==> src/rtl/ctlp_pkg.sv <==
package ctlp_pkg;
  typedef enum logic [1:0] {
    ST_IDLE    = 2'd0,
    ST_BITS    = 2'd1,
    ST_ACKWAIT = 2'd2,
    ST_ACK     = 2'd3
  } rx_state_t;
endpackage

==> src/rtl/ctlp_sync.sv <==
// Multi-stage synchronizer per line plus a one-cycle delayed copy used for
// edge detection. Lines reset high (idle bus level).
module ctlp_sync #(
  parameter int LINES  = 2,
  parameter int STAGES = 2
) (
  input  logic             clk,
  input  logic             rst,
  input  logic [LINES-1:0] raw,
  output logic [LINES-1:0] lvl,
  output logic [LINES-1:0] prv
);
  for (genvar g = 0; g < LINES; g++) begin : g_line
    logic [STAGES-1:0] chain;
    always_ff @(posedge clk) begin
      if (rst) begin
        chain    <= '1;
        prv[g]   <= 1'b1;
      end else begin
        chain    <= {chain[STAGES-2:0], raw[g]};
        prv[g]   <= chain[STAGES-1];
      end
    end
    assign lvl[g] = chain[STAGES-1];
  end
endmodule

==> src/rtl/ctlp_rx.sv <==
// Protocol engine: device byte match, register byte, data bytes, acks.
module ctlp_rx
  import ctlp_pkg::*;
#(
  parameter int AW = 8,
  parameter int DW = 16
) (
  input  logic          clk,
  input  logic          rst,
  input  logic          scl,
  input  logic          scl_p,
  input  logic          sda,
  input  logic          sda_p,
  input  logic [6:0]    dev_id,
  output logic          sda_oe,
  output logic          req,
  output logic [AW-1:0] req_addr,
  output logic [DW-1:0] req_data
);
  localparam int NBYTES = 1 + DW / 8;           // bytes after the device byte
  localparam int IW     = $clog2(NBYTES + 1);
  localparam logic [IW-1:0] LAST = IW'(NBYTES);

  rx_state_t       state;
  logic [2:0]      bit_cnt;
  logic [IW-1:0]   idx;
  logic [6:0]      sh;
  logic [AW-1:0]   addr_r;
  logic [DW-1:0]   data_r;
  logic [7:0]      nb;
  logic            start_ev, stop_ev, rise, fall;

  assign start_ev = scl & scl_p & sda_p & ~sda;
  assign stop_ev  = scl & scl_p & ~sda_p & sda;
  assign rise     = scl & ~scl_p;
  assign fall     = ~scl & scl_p;
  assign nb       = {sh, sda};

  always_ff @(posedge clk) begin
    if (rst) begin
      state    <= ST_IDLE;
      bit_cnt  <= '0;
      idx      <= '0;
      sh       <= '0;
      addr_r   <= '0;
      data_r   <= '0;
      sda_oe   <= 1'b0;
      req      <= 1'b0;
      req_addr <= '0;
      req_data <= '0;
    end else begin
      req <= 1'b0;
      if (start_ev) begin
        state   <= ST_BITS;
        bit_cnt <= '0;
        idx     <= '0;
        sda_oe  <= 1'b0;
      end else if (stop_ev) begin
        state  <= ST_IDLE;
        sda_oe <= 1'b0;
      end else begin
        case (state)
          ST_BITS: if (rise) begin
            sh      <= nb[6:0];
            bit_cnt <= bit_cnt + 3'd1;
            if (bit_cnt == 3'd7) begin
              if (idx == '0) begin
                if (nb[7:1] == dev_id && !nb[0]) state <= ST_ACKWAIT;
                else                             state <= ST_IDLE;
              end else if (idx == IW'(1)) begin
                addr_r <= nb[AW-1:0];
                state  <= ST_ACKWAIT;
              end else begin
                data_r <= {data_r[DW-9:0], nb};
                state  <= ST_ACKWAIT;
              end
            end
          end
          ST_ACKWAIT: if (fall) begin
            sda_oe <= 1'b1;
            state  <= ST_ACK;
          end
          ST_ACK: if (fall) begin
            sda_oe  <= 1'b0;
            bit_cnt <= '0;
            if (idx == LAST) begin
              req      <= 1'b1;
              req_addr <= addr_r;
              req_data <= data_r;
              state    <= ST_IDLE;
            end else begin
              idx   <= idx + IW'(1);
              state <= ST_BITS;
            end
          end
          default: state <= ST_IDLE;
        endcase
      end
    end
  end
endmodule

==> src/rtl/ctlp_regfile.sv <==
// Single write port, registered read port; no reset so block RAM can be used.
module ctlp_regfile #(
  parameter int AW = 8,
  parameter int DW = 16
) (
  input  logic          clk,
  input  logic          we,
  input  logic [AW-1:0] waddr,
  input  logic [DW-1:0] wdata,
  input  logic [AW-1:0] raddr,
  output logic [DW-1:0] rdata
);
  localparam int DEPTH = 1 << AW;
  logic [DW-1:0] mem [DEPTH];

  always_ff @(posedge clk) begin
    if (we) mem[waddr] <= wdata;
    rdata <= mem[raddr];
  end
endmodule

==> src/rtl/ctl_port_wr.sv <==
module ctl_port_wr #(
  parameter int         AW          = 8,
  parameter int         DW          = 16,
  parameter int         CLK_REG     = 22,
  parameter int         CLKEN_BIT   = 0,
  parameter logic [6:0] ID_BASE     = 7'b0011010,
  parameter int         SYNC_STAGES = 2
) (
  input  logic          clk,
  input  logic          rst,
  input  logic          scl_in,
  input  logic          sda_in,
  input  logic          addr_strap,
  input  logic          mclk_present,
  output logic          sda_oe,
  output logic          wr_stb,
  output logic [AW-1:0] wr_addr,
  output logic [DW-1:0] wr_data,
  input  logic [AW-1:0] rd_addr,
  output logic [DW-1:0] rd_data
);
  localparam logic [AW-1:0] CLK_REG_A = AW'(CLK_REG);

  logic [1:0]    lvl, prv;
  logic          scl_s;
  logic          id_lsb;
  logic [6:0]    dev_id;
  logic          req;
  logic [AW-1:0] req_addr;
  logic [DW-1:0] req_data;
  logic          clk_en_q;
  logic          allow, we;

  ctlp_sync #(.LINES(2), .STAGES(SYNC_STAGES)) u_sync (
    .clk (clk),
    .rst (rst),
    .raw ({sda_in, scl_in}),
    .lvl (lvl),
    .prv (prv)
  );
  assign scl_s = lvl[0];

  // Strap sampled on every reset cycle; the last one before release wins.
  always_ff @(posedge clk) begin
    if (rst) id_lsb <= addr_strap;
  end
  assign dev_id = ID_BASE | {6'd0, id_lsb};

  ctlp_rx #(.AW(AW), .DW(DW)) u_rx (
    .clk      (clk),
    .rst      (rst),
    .scl      (lvl[0]),
    .scl_p    (prv[0]),
    .sda      (lvl[1]),
    .sda_p    (prv[1]),
    .dev_id   (dev_id),
    .sda_oe   (sda_oe),
    .req      (req),
    .req_addr (req_addr),
    .req_data (req_data)
  );

  assign allow = ~clk_en_q | mclk_present | (req_addr == CLK_REG_A);
  assign we    = req & allow;

  always_ff @(posedge clk) begin
    if (rst) begin
      clk_en_q <= 1'b0;
      wr_stb   <= 1'b0;
      wr_addr  <= '0;
      wr_data  <= '0;
    end else begin
      wr_stb <= we;
      if (we) begin
        wr_addr <= req_addr;
        wr_data <= req_data;
        if (req_addr == CLK_REG_A) clk_en_q <= req_data[CLKEN_BIT];
      end
    end
  end

  ctlp_regfile #(.AW(AW), .DW(DW)) u_rf (
    .clk   (clk),
    .we    (we),
    .waddr (req_addr),
    .wdata (req_data),
    .raddr (rd_addr),
    .rdata (rd_data)
  );
endmodule

==> config.mk <==
export PLATFORM = sky130hd
export DESIGN_NAME = ctl_port_wr
export DESIGN_NICKNAME = d
export VERILOG_FILES = /design/src/rtl/ctlp_pkg.sv /design/src/rtl/ctlp_sync.sv /design/src/rtl/ctlp_rx.sv /design/src/rtl/ctlp_regfile.sv /design/src/rtl/ctl_port_wr.sv
export SDC_FILE = /design/constraint.sdc
export NUM_CORES = 2
export LEC_CHECK = 0
export ABC_AREA = 0
export ABC_CLOCK_PERIOD_IN_PS = 10400
export BUFFER_PORTS_ARGS = -buffer_cell sky130_fd_sc_hd__buf_2
export CORE_MARGIN = 2
export CORE_UTILIZATION = 36
export CTS_CLUSTER_DIAMETER = 200
export CTS_CLUSTER_SIZE = 25
export DETAILED_ROUTE_END_ITERATION = 7
export PLACE_DENSITY = 0.59
export SYNTH_ARGS = -nofsm -noshare
export SYNTH_HDL_FRONTEND = slang
export SYNTH_SLANG_ARGS = --single-unit
export TNS_END_PERCENT = 100
==> constraint.sdc <==
create_clock -name clk -period 10.4 [get_ports clk]
set_clock_uncertainty 0.1 [all_clocks]
set_input_delay 3.12 -clock clk [delete_from_list [all_inputs] [get_ports clk]]
set_output_delay 3.12 -clock clk [all_outputs]
set_load 0.01 [all_outputs]
Word level (Yosys, flattened, before mapping). Memory sizes are Yosys's and may differ from the RTL's. A register that Yosys moved wholly into a read port is not among the register bits. Index checks and enable logic that the tools add are counted. Widths: inputs -> output; s select.

Word-level logic and storage cells: 98. Memories kept: 1. Latch bits: 0. Memory bits (read-only): 0. Flip-flop bits (word level): 97. RAM bits: 4096. Output and inout bits: 42.

Memories: u_rf.mem (words 256, width 16, rd ports 1, clocked after memory_dff 1, wr ports 1, RTL line ctlp_regfile.sv:14) `logic [DW-1:0] mem [DEPTH];`.

Reductions and logical operators: 18. Divide/modulo/power cells: 0. Order comparisons: 0. Shift operators: 0. Equal/unequal tests: 16. Bitwise gates (word level): 22. Multiplexer cells: 19. $add $sub $neg: 2. $mul: 0.

Operator list (count): $reduce_and 4->1 (5); $ne 4x1->1 const B (4); $reduce_and 7->1 (2); $mux 2 (6); $not 1->1 (12); $and 1x1->1 (8); $eq 8x5->1 const B (1); $mux 1 (8); $ne 2x1->1 const B (4); $eq 7x5->1 (1); $eq 2x2->1 const B (3); $mux 3 (2); $pmux 2 s3 (1); $pmux 3 s2 (1); $reduce_and 5->1 (1); $reduce_or 5->1 (1); $eq 2x1->1 const B (2); $reduce_bool 2->1 (2); $add 3x1->3 const B (1); $eq 3x3->1 const B (1); $reduce_and 3->1 (1); $reduce_or 3->1 (1); $add 2x1->2 const B (1); $logic_not 2->1 (1); other kinds (6) (7).

Longest topological paths before layout.
Word-level depth: 9. Mapped depth: 12. Mapped depth without buffers: 7.

Hierarchy. A second synthesis with hierarchy kept.

Cell total of the unflattened synthesis: 7804. Area total of the unflattened synthesis: 162535.9 um^2.

By module, submodules not included: ctlp_regfile (area each 158714.7 um^2, cells each 7360, seq. area each 123318.3 um^2, instances 1); ctlp_rx (area each 2537.4 um^2, cells each 306, seq. area each 1281.2 um^2, instances 1); ctl_port_wr (area each 1111.1 um^2, cells each 124, seq. area each 550.5 um^2, instances 1); ctlp_sync (area each 172.7 um^2, cells each 14, seq. area each 120.1 um^2, instances 1).

Worst setup path before layout. Ideal clock, no wire load.

Path kind: input to register. From: input port rd_addr[0]. To: register u_rf.rdata[11], read port of u_rf.mem. Path buffers: 4. Required time: 10.184 ns. Stages: 9. Arrival: 5.201 ns. Path slack: 4.983 ns. Setup time: 0.116 ns. Cells stage by stage: buf_4 buf_12 buf_8 buf_2 mux4_2 mux4_2 a22oi_1 nand3_1 and3_1.

RTL lines: start: declaration (RTL line ctl_port_wr.sv:19) `input logic [AW-1:0] rd_addr,`; end: declaration (RTL line ctlp_regfile.sv:11) `output logic [DW-1:0] rdata`.

==> metrics <==
areal power density over the cells around 160 nW/um^2; via density per instance between 5 and 6; violations in the final reports capacitance limit, slew limit; via count of the routed design around 80000; half-perimeter wire length after detailed placement around 260000 um; Die X-Extent around 680 um; starting density of the core between 30% and 40%; actual slew at the worst max-slew pin 1.53 ns; netlist area before placement 162000 um^2; CTS Buf Count 190; area inside the core boundary about 450000 um^2; CTS Buffer Depth 4; number of enable-type register cells in the synthesized netlist roughly 4000; total negative setup slack 0 ns; die outline height 675 um; instance area at placement ~170000 um^2; RePlAce Congestion slightly below 0.9; result of the run finished with violations; Tcrit/Tclk final 70.2%; worst hold path class reg -> reg; overall overflow remaining after global route 0; required time reported for the critical path endpoint approximately 11 ns; Iteration-0 DRC Markers roughly 10000; final worst path period need between 7 and 8 ns; library cell used as clock root buffer sky130_fd_sc_hd__clkbuf_16; nets in the synthesized netlist between 7000 and 8000; number of clock sinks seen by CTS 4209; final setup fails 0; worst relative slew slack -2.51%; worst slack on hold paths 0.314 ns; DR pass1 iterations 5; total wire length 432000 um; global-route total usage across every layer between 10% and 20%; number of maximum-capacitance constraint violations 2; sequential cell area fraction in the yosys report just under 80%; Clock Pin Slew Worst Setup and Hold Paths roughly 0.10 ns; post-layout total power 28.2 mW; clock latency on the worst-skew pair slightly below 1 ns; fraction of final layout cells sized beyond drive strength 1 20.4%; Final Hold Vio Count 0; unrepaired setup endpoints after global routing false; maximum number of pins on one net before global-route repair a little under 200; Filler cells approximately 40000; count of input and output buffers between 50 and 60; area of all placed cells without fillers about 180000 um^2; die area roughly 460000 um^2; startpoint-to-endpoint class of the critical path in -> reg; critical path peak fanout 31; Post-CTS Setup Bufs 0; final net count 7993; first-pass GRT wire length around 610000 um; number of register bits inferred by synthesis roughly 4200; Gate Count Post-Synth about 8000; number of global-route vias before repair approximately 80000; Yosys warning total 0; Detail Route Antenna Nets 0; combined area of the multi-input logic cells 34300 um^2; endpoint arrival time on the critical path slightly above 8 ns; number of unique standard cell types used by synthesis between 60 and 70; I/O pin cnt 56; Max Freq around 0.14 GHz; total of hold buffers inserted after clock tree synthesis 0; average routed wire per standard cell about 31 um; flip-flop cell with the highest count after synthesis sky130_fd_sc_hd__edfxtp_1; post-synthesis to final-layout area growth 8.69%; total number of placement rows ~250; synthesized area divided by synthesized cell count about 21 um^2; Startpoint Class primary input; highest ir drop seen on vdd about 0.14 mV; clock tree from TritonCTS yes; Post-route DRC 0; nature of the critical path endpoint flop; cells resized by post-CTS repair 0; pins over their slew limit 6; async set-or-reset flop fraction in the synthesized netlist 0%; Sequential Area approximately 130000 um^2; Static Leakage between 50 and 60 nW; antenna violations before repair 29; number of H-tree branching levels 4
[sequential cells by signal (all words and copies together) (netlist names), 3 cells and up, named ones only]
name and flops:
u_rx.req_addr 8, u_rx.data_r 16, wr_addr 8, u_rx.req_data 16, u_sync.g_line.chain 4, u_rx.addr_r 8, u_rf.rdata 16, u_rf.mem 4096
u_rx.sh 7, wr_data 16, u_rx.bit_cnt 3
[layer usage]
layer / up-vias / wire [um] / GRT usage (%)
met5: - / 37 / 0
met4: 6 / 13800 / 5.29
met3: 482 / 38600 / 3.97
met2: 3560 / 201000 / 29.1
met1: 43100 / 178000 / 26.1
li1: 32500 / - / -
[logic make-up after synthesis]
logic type | after synthesis | synth area share, %
buf+inv | 471 | 1.63
compound gates | 665 | 2.79
xor+xnor | 3 | 0.0162
mux | 1372 | 15.4
fa+ha+maj | 5 | 0.0386
simple gates | 1051 | 2.82
flops | 4209 | 77.3
[synthesized netlist by cell type, types with 3 or more instances]
cell type	count	area (um^2)
sky130_fd_sc_hd__edfxtp_1	4097	123000
sky130_fd_sc_hd__mux4_2	893	20100
sky130_fd_sc_hd__mux2i_1	468	4680
sky130_fd_sc_hd__nor2_1	385	1450
sky130_fd_sc_hd__nand2_1	312	1170
sky130_fd_sc_hd__clkbuf_1	213	800
sky130_fd_sc_hd__a21oi_1	201	1010
sky130_fd_sc_hd__o221ai_1	172	1510
sky130_fd_sc_hd__nor3_1	142	711
sky130_fd_sc_hd__dfxtp_1	112	2240
sky130_fd_sc_hd__buf_2	103	515
sky130_fd_sc_hd__nand3_1	92	460
sky130_fd_sc_hd__o22ai_1	89	557
sky130_fd_sc_hd__o21ai_0	59	295
sky130_fd_sc_hd__a22oi_1	45	338
sky130_fd_sc_hd__buf_4	45	338
sky130_fd_sc_hd__buf_6	43	484
sky130_fd_sc_hd__buf_1	40	150
sky130_fd_sc_hd__a211oi_1	35	263
sky130_fd_sc_hd__nor4_1	32	200
sky130_fd_sc_hd__and3_1	28	175
sky130_fd_sc_hd__a31oi_1	15	93.8
sky130_fd_sc_hd__buf_8	15	225
sky130_fd_sc_hd__o311a_1	14	140
sky130_fd_sc_hd__nor2b_1	12	75.1
sky130_fd_sc_hd__nand2b_1	9	56.3
sky130_fd_sc_hd__or2_2	8	50.1
sky130_fd_sc_hd__a2111oi_0	7	61.3
sky130_fd_sc_hd__a22o_1	7	61.3
sky130_fd_sc_hd__mux4_1	7	184
sky130_fd_sc_hd__nand4_1	7	43.8
sky130_fd_sc_hd__or3_1	7	43.8
sky130_fd_sc_hd__inv_1	6	22.5
sky130_fd_sc_hd__buf_12	5	100
sky130_fd_sc_hd__ha_1	5	62.6
sky130_fd_sc_hd__a221oi_1	4	35.0
sky130_fd_sc_hd__and2_1	4	25.0
sky130_fd_sc_hd__mux2_2	4	45.0
sky130_fd_sc_hd__nand3b_1	4	30.0
sky130_fd_sc_hd__o32ai_1	3	26.3
sky130_fd_sc_hd__xnor2_1	3	26.3
[per-stage QoR]
| step | worst slack, ns | std cells | utilization [%] |
|---|---|---|---|
| after detailed placement | 2.35 | 13700 | 38.1 |
| after floorplan | 4.98 | 7776 | - |
| after global placement | 2.41 | 13700 | 38.1 |
| after CTS | 3.36 | 14000 | 39.2 |
| after global routing | 3.29 | 14000 | 39.3 |
| final | 3.09 | 14000 | 39.3 |
[layout by cell type, fill, tap and decap left out, types with 58 or more instances in the layout]
master	n
sky130_fd_sc_hd__dfxtp_1	96
sky130_fd_sc_hd__clkbuf_16	192
sky130_fd_sc_hd__nand2_1	302
sky130_fd_sc_hd__nor3_1	142
sky130_fd_sc_hd__o221ai_1	172
sky130_fd_sc_hd__nand3_1	86
sky130_fd_sc_hd__mux4_2	893
sky130_fd_sc_hd__o21ai_0	58
sky130_fd_sc_hd__a21oi_1	201
sky130_fd_sc_hd__clkbuf_1	78
sky130_fd_sc_hd__buf_4	393
sky130_fd_sc_hd__nor2_1	359
sky130_fd_sc_hd__edfxtp_1	4097
sky130_fd_sc_hd__mux2i_1	468
sky130_fd_sc_hd__o22ai_1	89
[area by class of cell]
type | count | area share [%]
timing repair buffer | 470 | 2.11
multi-input combinational | 3096 | 19.5
sequential | 4209 | 71.1
clock buffer | 270 | 2.89
antenna | 29 | 0.0412
inverter | 7 | 0.0227
clock inverter | 8 | 0.0781
tap | 5952 | 4.23
[report_power, final]
group / switching, mW / internal, mW / total, mW
clock: 5.14 / 3.45 / 8.59
sequential: 0.0319 / 18.3 / 18.3
combinational: 0.762 / 0.514 / 1.28
total: 5.93 / 22.3 / 28.2
[worst paths after layout]
path | from | endpoint | slack [ns] | cells past startpoint
worst max-delay path | rd_addr[2] | u_rf.rdata[4] | 3.09 | 9
worst min-delay path | u_sync.g_line[1].chain[0] | u_sync.g_line[1].chain[1] | 0.31 | 1
worst max register to register | u_rx.req_addr[5] | u_rf.mem[105][2] | 4.66 | 9
worst min register to register | u_sync.g_line[1].chain[0] | u_sync.g_line[1].chain[1] | 0.31 | 1
[worst max-delay path: stages]
cell	delay, ns
sky130_fd_sc_hd__clkbuf_8	0.32
sky130_fd_sc_hd__clkinv_2	0.55
sky130_fd_sc_hd__buf_4	0.45
sky130_fd_sc_hd__nor2_1	0.95
sky130_fd_sc_hd__a221oi_1	0.26
sky130_fd_sc_hd__o22ai_1	0.53
sky130_fd_sc_hd__nor4_1	0.16
sky130_fd_sc_hd__nor4_1	1.25
sky130_fd_sc_hd__and3_1	0.33
No activity file was read; power rests on OpenSTA's default activity.
